===== config.mk =====
export PLATFORM = sky130hd
export DESIGN_NAME = matrix_ecc_codec
export DESIGN_NICKNAME = d
export VERILOG_FILES = /design/src/rtl/mecc_pkg.sv /design/src/rtl/mecc_encoder.sv /design/src/rtl/mecc_decoder.sv /design/src/rtl/mecc_out_stage.sv /design/src/rtl/matrix_ecc_codec.sv
export SDC_FILE = /design/constraint.sdc
export NUM_CORES = 1
export LEC_CHECK = 0
export BUFFER_PORTS_ARGS = -buffer_cell sky130_fd_sc_hd__buf_4
export CAP_MARGIN = 10
export CORE_MARGIN = 2
export CORE_UTILIZATION = 51
export DETAILED_ROUTE_END_ITERATION = 16
export PLACE_DENSITY = 0.91
export SYNTH_ARGS = -nofsm -noshare
export SYNTH_HDL_FRONTEND = slang
export SYNTH_SLANG_ARGS = --single-unit

===== constraint.sdc =====
create_clock -name clk -period 3.33 [get_ports clk]
set_input_delay 0.333 -clock clk [delete_from_list [all_inputs] [get_ports clk]]
set_output_delay 0.333 -clock clk [all_outputs]
set_load 0.005 [all_outputs]

===== src/rtl/mecc_pkg.sv =====
package mecc_pkg;
  localparam int SYM_W    = 4;
  localparam int HAM_BITS = 3;

  // Hamming check bits of one 4-bit symbol: bit0 = s3^s1^s0, bit1 = s3^s2^s0, bit2 = s3^s2^s1
  function automatic logic [HAM_BITS-1:0] sym_hamming(input logic [SYM_W-1:0] s);
    return {s[3] ^ s[2] ^ s[1], s[3] ^ s[2] ^ s[0], s[3] ^ s[1] ^ s[0]};
  endfunction
endpackage


===== src/rtl/mecc_encoder.sv =====
module mecc_encoder #(
  parameter int COLS = 4,
  localparam int SW  = mecc_pkg::SYM_W,
  localparam int HB  = mecc_pkg::HAM_BITS,
  localparam int RW  = COLS * SW,
  localparam int DW  = 2 * RW,
  localparam int HW  = HB * COLS
) (
  input  logic [DW-1:0] data,
  output logic [HW-1:0] hchk,
  output logic [RW-1:0] vchk
);
  // horizontal bits cover the upper row only
  for (genvar c = 0; c < COLS; c++) begin : g_col
    assign hchk[HB*c +: HB] = mecc_pkg::sym_hamming(data[SW*c +: SW]);
  end

  // vertical bits fold the lower row onto the upper row
  assign vchk = data[RW-1:0] ^ data[DW-1:RW];
endmodule


===== src/rtl/mecc_decoder.sv =====
module mecc_decoder #(
  parameter int COLS = 4,
  localparam int SW  = mecc_pkg::SYM_W,
  localparam int HB  = mecc_pkg::HAM_BITS,
  localparam int RW  = COLS * SW,
  localparam int DW  = 2 * RW,
  localparam int HW  = HB * COLS,
  localparam int FW  = HB + SW
) (
  input  logic [DW-1:0]   rx_data,
  input  logic [HW-1:0]   rx_hchk,
  input  logic [RW-1:0]   rx_vchk,
  output logic [DW-1:0]   fixed,
  output logic [COLS-1:0] col_err
);
  logic [HW-1:0] re_hchk;
  logic [RW-1:0] re_vchk;
  logic [RW-1:0] vsyn;

  // the same encoder, run again on the received data
  mecc_encoder #(.COLS(COLS)) u_regen (
    .data (rx_data),
    .hchk (re_hchk),
    .vchk (re_vchk)
  );

  assign vsyn = re_vchk ^ rx_vchk;

  for (genvar c = 0; c < COLS; c++) begin : g_col
    logic [SW-1:0] up_sym, lo_sym, grp;
    logic [FW-1:0] rx_field, re_field, hdiff;
    logic          up_hit, lo_hit;

    assign up_sym = rx_data[SW*c +: SW];
    assign lo_sym = rx_data[RW + SW*c +: SW];
    assign grp    = vsyn[SW*c +: SW];

    // check bits placed above the symbol bits, first check bit most significant
    assign rx_field = {rx_hchk[HB*c], rx_hchk[HB*c+1], rx_hchk[HB*c+2], up_sym};
    assign re_field = {re_hchk[HB*c], re_hchk[HB*c+1], re_hchk[HB*c+2], up_sym};
    assign hdiff    = rx_field - re_field;

    assign up_hit = |hdiff;
    assign lo_hit = !up_hit && (|grp);

    assign fixed[SW*c +: SW]      = up_sym ^ (up_hit ? grp : '0);
    assign fixed[RW + SW*c +: SW] = lo_sym ^ (lo_hit ? grp : '0);
    assign col_err[c]             = up_hit | lo_hit;
  end
endmodule


===== src/rtl/mecc_out_stage.sv =====
module mecc_out_stage #(
  parameter int W = 64
) (
  input  logic         clk,
  input  logic         rst_n,
  input  logic         up_valid,
  output logic         up_ready,
  input  logic [W-1:0] up_payload,
  output logic         dn_valid,
  input  logic         dn_ready,
  output logic [W-1:0] dn_payload
);
  logic take;

  assign up_ready = !dn_valid || dn_ready;
  assign take     = up_valid && up_ready;

  always_ff @(posedge clk) begin
    if (!rst_n) begin
      dn_valid   <= 1'b0;
      dn_payload <= '0;
    end else begin
      if (take) begin
        dn_valid   <= 1'b1;
        dn_payload <= up_payload;
      end else if (dn_ready) begin
        dn_valid   <= 1'b0;
      end
    end
  end

  assert_stall_hold_R10: assert property (@(posedge clk) disable iff (!rst_n)
    dn_valid && !dn_ready |=> dn_valid && $stable(dn_payload));

  assert_accept_shows_R10: assert property (@(posedge clk) disable iff (!rst_n)
    up_valid && up_ready |=> dn_valid);
endmodule


===== src/rtl/matrix_ecc_codec.sv =====
module matrix_ecc_codec #(
  parameter int COLS = 4,
  localparam int SW  = mecc_pkg::SYM_W,
  localparam int HB  = mecc_pkg::HAM_BITS,
  localparam int RW  = COLS * SW,
  localparam int DW  = 2 * RW,
  localparam int HW  = HB * COLS,
  localparam int PW  = DW + COLS + HW + RW
) (
  input  logic            clk,
  input  logic            rst_n,
  input  logic            in_valid,
  output logic            in_ready,
  input  logic [DW-1:0]   in_data,
  input  logic            inj_en,
  input  logic [DW-1:0]   inj_mask,
  output logic            out_valid,
  input  logic            out_ready,
  output logic [DW-1:0]   out_data,
  output logic [COLS-1:0] out_col_err,
  output logic [HW-1:0]   out_hchk,
  output logic [RW-1:0]   out_vchk
);
  logic [HW-1:0]   tx_hchk;
  logic [RW-1:0]   tx_vchk;
  logic [DW-1:0]   rx_data;
  logic [DW-1:0]   fixed;
  logic [COLS-1:0] col_err;
  logic [PW-1:0]   result;
  logic [PW-1:0]   held;

  mecc_encoder #(.COLS(COLS)) u_enc (
    .data (in_data),
    .hchk (tx_hchk),
    .vchk (tx_vchk)
  );

  // test injection corrupts data bits only
  assign rx_data = in_data ^ (inj_en ? inj_mask : '0);

  mecc_decoder #(.COLS(COLS)) u_dec (
    .rx_data (rx_data),
    .rx_hchk (tx_hchk),
    .rx_vchk (tx_vchk),
    .fixed   (fixed),
    .col_err (col_err)
  );

  assign result = {fixed, col_err, tx_hchk, tx_vchk};

  mecc_out_stage #(.W(PW)) u_out (
    .clk        (clk),
    .rst_n      (rst_n),
    .up_valid   (in_valid),
    .up_ready   (in_ready),
    .up_payload (result),
    .dn_valid   (out_valid),
    .dn_ready   (out_ready),
    .dn_payload (held)
  );

  assign {out_data, out_col_err, out_hchk, out_vchk} = held;

  assert_clean_pass_R4: assert property (@(posedge clk) disable iff (!rst_n)
    in_valid && in_ready && !inj_en |=> out_data == $past(in_data) && out_col_err == '0);

  assert_upper_fix_R6: assert property (@(posedge clk) disable iff (!rst_n)
    in_valid && in_ready && inj_en && (inj_mask[DW-1:SW] == '0) && (inj_mask[SW-1:0] != '0)
      && ($countones(inj_mask) <= 2)
    |=> out_data == $past(in_data) && out_col_err == COLS'(1));

  assert_lower_fix_R7: assert property (@(posedge clk) disable iff (!rst_n)
    in_valid && in_ready && inj_en && (inj_mask[DW-1:RW+SW] == '0) && (inj_mask[RW-1:0] == '0)
      && (inj_mask[RW +: SW] != '0)
    |=> out_data == $past(in_data) && out_col_err == COLS'(1));

  assert_no_overwrite_R10: assert property (@(posedge clk) disable iff (!rst_n)
    out_valid && !out_ready |-> !in_ready);
endmodule


==> flow_results.xml <==
<?xml version="1.0" encoding="UTF-8"?>
<metrics>
  <group name="clock_network">
    <metric name="clockBufferDepth" unit="">2</metric>
    <metric name="cts_hold_buffers" unit="">0</metric>
    <metric name="later_pin_clock_latency_in_the_skew_report" unit="ns">0.34</metric>
    <metric name="post-cts-setup-buffer-count" unit="">0</metric>
    <metric name="cts_resized" unit="">0</metric>
    <metric name="tritoncts.num_buffers" unit="">9</metric>
    <metric name="numClockSinks" unit="">65</metric>
    <metric name="clk_root_buffer_cell" unit="">sky130_fd_sc_hd__clkbuf_8</metric>
    <metric name="clk_transition_reported_paths" unit="ns">0.07</metric>
    <metric name="cts.htree.levels" unit="">3</metric>
    <metric name="cts_tree" unit="">done</metric>
  </group>
  <group name="critical_path">
    <metric name="worst_path_dominant_cell_family" unit="">XOR/XNOR gates</metric>
    <metric name="timing.critical_path.required" unit="ns">3.50</metric>
    <metric name="crit_path_max_fanout" unit="">8</metric>
    <metric name="cp_cell_sequence" unit="">buf_4 &gt; xor2_1 &gt; xor2_1 &gt; nand2_1 &gt; xor2_1 &gt; ha_1 &gt; nand2_1 &gt; o21a_1 &gt; o21ai_0 &gt; xor2_1 &gt; a21oi_1</metric>
    <metric name="worst-endpoint-arrival" unit="ns">2.66</metric>
    <metric name="timing.critical_path.to_type" unit="">register</metric>
    <metric name="critical_path.most_common_cell" unit="">sky130_fd_sc_hd__xor2_1</metric>
    <metric name="cpMaxStageDelayCell" unit="">sky130_fd_sc_hd__o21ai_0</metric>
    <metric name="worst_setup_path_start_kind" unit="">primary input</metric>
    <metric name="criticalPathCategory" unit="">in2reg</metric>
    <metric name="critPathMaxStageDelay" unit="ns">0.47</metric>
    <metric name="worstPathBufferInverterCount" unit="">1</metric>
  </group>
  <group name="route">
    <metric name="vias" unit="">3813</metric>
    <metric name="antenna_left" unit="">0</metric>
    <metric name="initialDrtViolationCount" unit="">205</metric>
    <metric name="routedWlPerCell" unit="um">15.4</metric>
    <metric name="finalWirelength" unit="mm">10.7</metric>
    <metric name="detail_route.first_pass.iterations" unit="">5</metric>
    <metric name="detail_route.drc_violations" unit="">0</metric>
    <metric name="route.detailed.vias_per_inst" unit="">5.51</metric>
  </group>
  <group name="place">
    <metric name="post-place-cells" unit="">677</metric>
    <metric name="dpl_cell_area" unit="um2">4980</metric>
    <metric name="detailed_place_hpwl" unit="mm">7.87</metric>
    <metric name="place.port_buffers" unit="">134</metric>
    <metric name="dp_worst_setup_slack" unit="ns">0.552</metric>
    <metric name="gp_congestion" unit="">0.840</metric>
  </group>
  <group name="synthesis">
    <metric name="yosys.cell_types.count" unit="">40</metric>
    <metric name="synth_nets" unit="">560</metric>
    <metric name="asyncSetResetFlopFracSynth" unit="">0</metric>
    <metric name="synth.top_cell.area_share" unit="">0.322</metric>
    <metric name="synth_enable_flop_cells" unit="">0</metric>
    <metric name="ys_warn_count" unit="">0</metric>
    <metric name="synth_top_cell_by_area" unit="">sky130_fd_sc_hd__dfxtp_1</metric>
    <metric name="syn-instance-count" unit="">483</metric>
    <metric name="ys_top_cells_by_count" unit="">sky130_fd_sc_hd__nand2_1 (70), sky130_fd_sc_hd__xnor2_1 (70), sky130_fd_sc_hd__dfxtp_1 (65), sky130_fd_sc_hd__o21ai_0 (45), sky130_fd_sc_hd__a21oi_1 (38)</metric>
    <metric name="ys_seq_area_frac" unit="">0.322</metric>
    <metric name="synth_area_per_cell" unit="um2">8.35</metric>
    <metric name="post_synthesis_register_bit_count" unit="">65</metric>
    <metric name="post_synthesis_instance_area" unit="um2">4040</metric>
    <metric name="synth_flop_cell" unit="">sky130_fd_sc_hd__dfxtp_1</metric>
    <metric name="synth.top_cells.by_area" unit="">sky130_fd_sc_hd__dfxtp_1 (32%), sky130_fd_sc_hd__xnor2_1 (15%), sky130_fd_sc_hd__xor2_1 (7.2%)</metric>
  </group>
  <group name="timing">
    <metric name="fin_setup_tns" unit="ns">0</metric>
    <metric name="setup_ws" unit="ns">0.842</metric>
    <metric name="maxSlewHeadroom" unit="">0.322</metric>
    <metric name="setup_viol" unit="">0</metric>
    <metric name="rsz0062_at_grt" unit="">false</metric>
    <metric name="timing.final.crit_period" unit="ns">2.49</metric>
    <metric name="worst_margin_pin_slew" unit="ns">1.02</metric>
    <metric name="timing.fmax" unit="GHz">0.402</metric>
    <metric name="period_share" unit="">0.747</metric>
    <metric name="skew" unit="ns">0.00698</metric>
    <metric name="timing_hold_violations_final" unit="">0</metric>
    <metric name="slew_viol_final" unit="">0</metric>
  </group>
  <group name="pwr">
    <metric name="worst_ir_drop_vdd" unit="mV">0.318</metric>
    <metric name="power.density" unit="nW/um2">464</metric>
    <metric name="leakage" unit="nW">2.31</metric>
  </group>
  <group name="floorplanning">
    <metric name="core-area" unit="um2">7690</metric>
    <metric name="initial_core_util" unit="">0.525</metric>
    <metric name="die_height" unit="um">93.0</metric>
    <metric name="die_area" unit="um2">8640</metric>
    <metric name="fp.dieW" unit="um">93.0</metric>
    <metric name="fp-row-count" unit="">32</metric>
    <metric name="io_pins" unit="">135</metric>
  </group>
  <group name="global_route">
    <metric name="grt_first_pass_wirelength" unit="mm">16.9</metric>
    <metric name="grt_antenna_before_repair" unit="">0</metric>
    <metric name="grt_start_max_net_pins" unit="">114</metric>
    <metric name="overflow" unit="">0</metric>
    <metric name="via_count_of_the_first_global_routing_pass" unit="">3669</metric>
    <metric name="grtUsageTotal" unit="">0.245</metric>
  </group>
  <group name="final_layout">
    <metric name="area_growth" unit="%">28.7</metric>
    <metric name="stdcell_area" unit="um2">5190</metric>
    <metric name="finalNetCount" unit="">663</metric>
    <metric name="post_layout_nonfiller_instances" unit="">692</metric>
    <metric name="total_inserted_antenna_cells" unit="">0</metric>
    <metric name="layout-drive-gt1-share" unit="">0.258</metric>
  </group>
  <group name="flow_run">
    <metric name="timing.max_cap.violations" unit="">0</metric>
  </group>
  <group name="hold_path">
    <metric name="hold_class" unit="">in2reg</metric>
  </group>
  <group name="run_status">
    <metric name="run_status" unit="">completed</metric>
  </group>
</metrics>
==> through the flow <==
| step | hold WS [ns] | total power [mW] | utilization |
|---|---|---|---|
| final | 0.254 | 2.41 | 0.676 |
| after global routing | 0.255 | 2.53 | 0.676 |
| after CTS | 0.238 | 2.42 | 0.676 |
| after detailed placement | 0.461 | 1.68 | 0.648 |
| after global placement | 0.452 | 1.65 | 0.648 |
| after floorplan | 0.457 | 1.39 | - |
==> sequential cells by signal, summed over array words and instances (netlist names) <==
| register | flops |
|---|---|
| u_out.dn_payload | 64 |
| u_out.dn_valid | 1 |
==> kinds of logic after synthesis <==
group | count (synthesis) | synth area share
AO/OA/AOI/OAI | 145 | 0.229
AND/OR/NAND/NOR | 108 | 0.123
XOR/XNOR | 105 | 0.233
flip-flops | 65 | 0.322
buffers and inverters | 44 | 0.0481
multiplexers | 8 | 0.0198
adder cells (fa/ha/maj) | 8 | 0.0248
==> cell usage in the layout, fill, tap and decap left out, types with 2 or more instances in the layout <==
cell                        count
sky130_fd_sc_hd__o21a_1         5
sky130_fd_sc_hd__ha_1           8
sky130_fd_sc_hd__mux2i_1        8
sky130_fd_sc_hd__inv_1          2
sky130_fd_sc_hd__dfxtp_1       65
sky130_fd_sc_hd__o211a_1       17
sky130_fd_sc_hd__o21ai_0       45
sky130_fd_sc_hd__o2bb2ai_1      2
sky130_fd_sc_hd__a21oi_1       38
sky130_fd_sc_hd__o311ai_1       2
sky130_fd_sc_hd__a211oi_1       4
sky130_fd_sc_hd__a31oi_1       10
sky130_fd_sc_hd__nand2_1       70
sky130_fd_sc_hd__or3_1          2
sky130_fd_sc_hd__a21boi_0      13
sky130_fd_sc_hd__clkbuf_8      10
sky130_fd_sc_hd__buf_4        134
sky130_fd_sc_hd__nand3b_1       6
sky130_fd_sc_hd__nor4bb_1       2
sky130_fd_sc_hd__clkbuf_1       2
sky130_fd_sc_hd__o211ai_1       5
sky130_fd_sc_hd__xor2_1        33
sky130_fd_sc_hd__o31ai_1        2
sky130_fd_sc_hd__nand3_1       10
sky130_fd_sc_hd__nand2b_1       3
sky130_fd_sc_hd__xnor2_1       70
sky130_fd_sc_hd__nor2_1         7
sky130_fd_sc_hd__bufinv_16      2
==> final timing paths <==
check	startpoint	end	cells after the start	slack (ns)
worst max register to register	u_out.dn_valid	u_out.dn_payload[31]	4	1.49
worst max-delay path	inj_mask[11]	u_out.dn_payload[59]	11	0.84
worst min-delay path	in_valid	u_out.dn_valid	3	0.25
worst min register to register	u_out.dn_payload[18]	u_out.dn_payload[18]	2	0.47
==> worst reg2reg max path, cell delays in order (launching register included) <==
cell and delay (ns):
sky130_fd_sc_hd__dfxtp_1 0.33, sky130_fd_sc_hd__nand2b_1 0.14, sky130_fd_sc_hd__and2_4 0.84, sky130_fd_sc_hd__o21ai_0 0.24
sky130_fd_sc_hd__a31oi_1 0.21
==> cell type report <==
class,instances,area (um2)
Clock buffer,12,145
Clock inverter,3,65.1
Sequential cell,65,1300
Tap cell,102,128
Timing Repair Buffer,134,1010
Multi-Input combinational cell,374,2540
Fill cell,616,2490
Inverter,2,7.51
==> layer usage <==
metal / share of wire / vias up / GRT usage
li1: - / 1862 / -
met1: 0.36 / 1794 / 0.257
met2: 0.53 / 139 / 0.457
met3: 0.091 / 18 / 0.0879
met4: 0.017 / 0 / 0.0699
met5: 0 / - / 0
==> power by group <==
group | internal, mW | switching [mW] | total, mW
Combinational | 0.370 | 0.409 | 0.779
Clock | 0.438 | 0.302 | 0.740
Sequential | 0.852 | 0.0407 | 0.893
(Power assumes the default switching activity.)
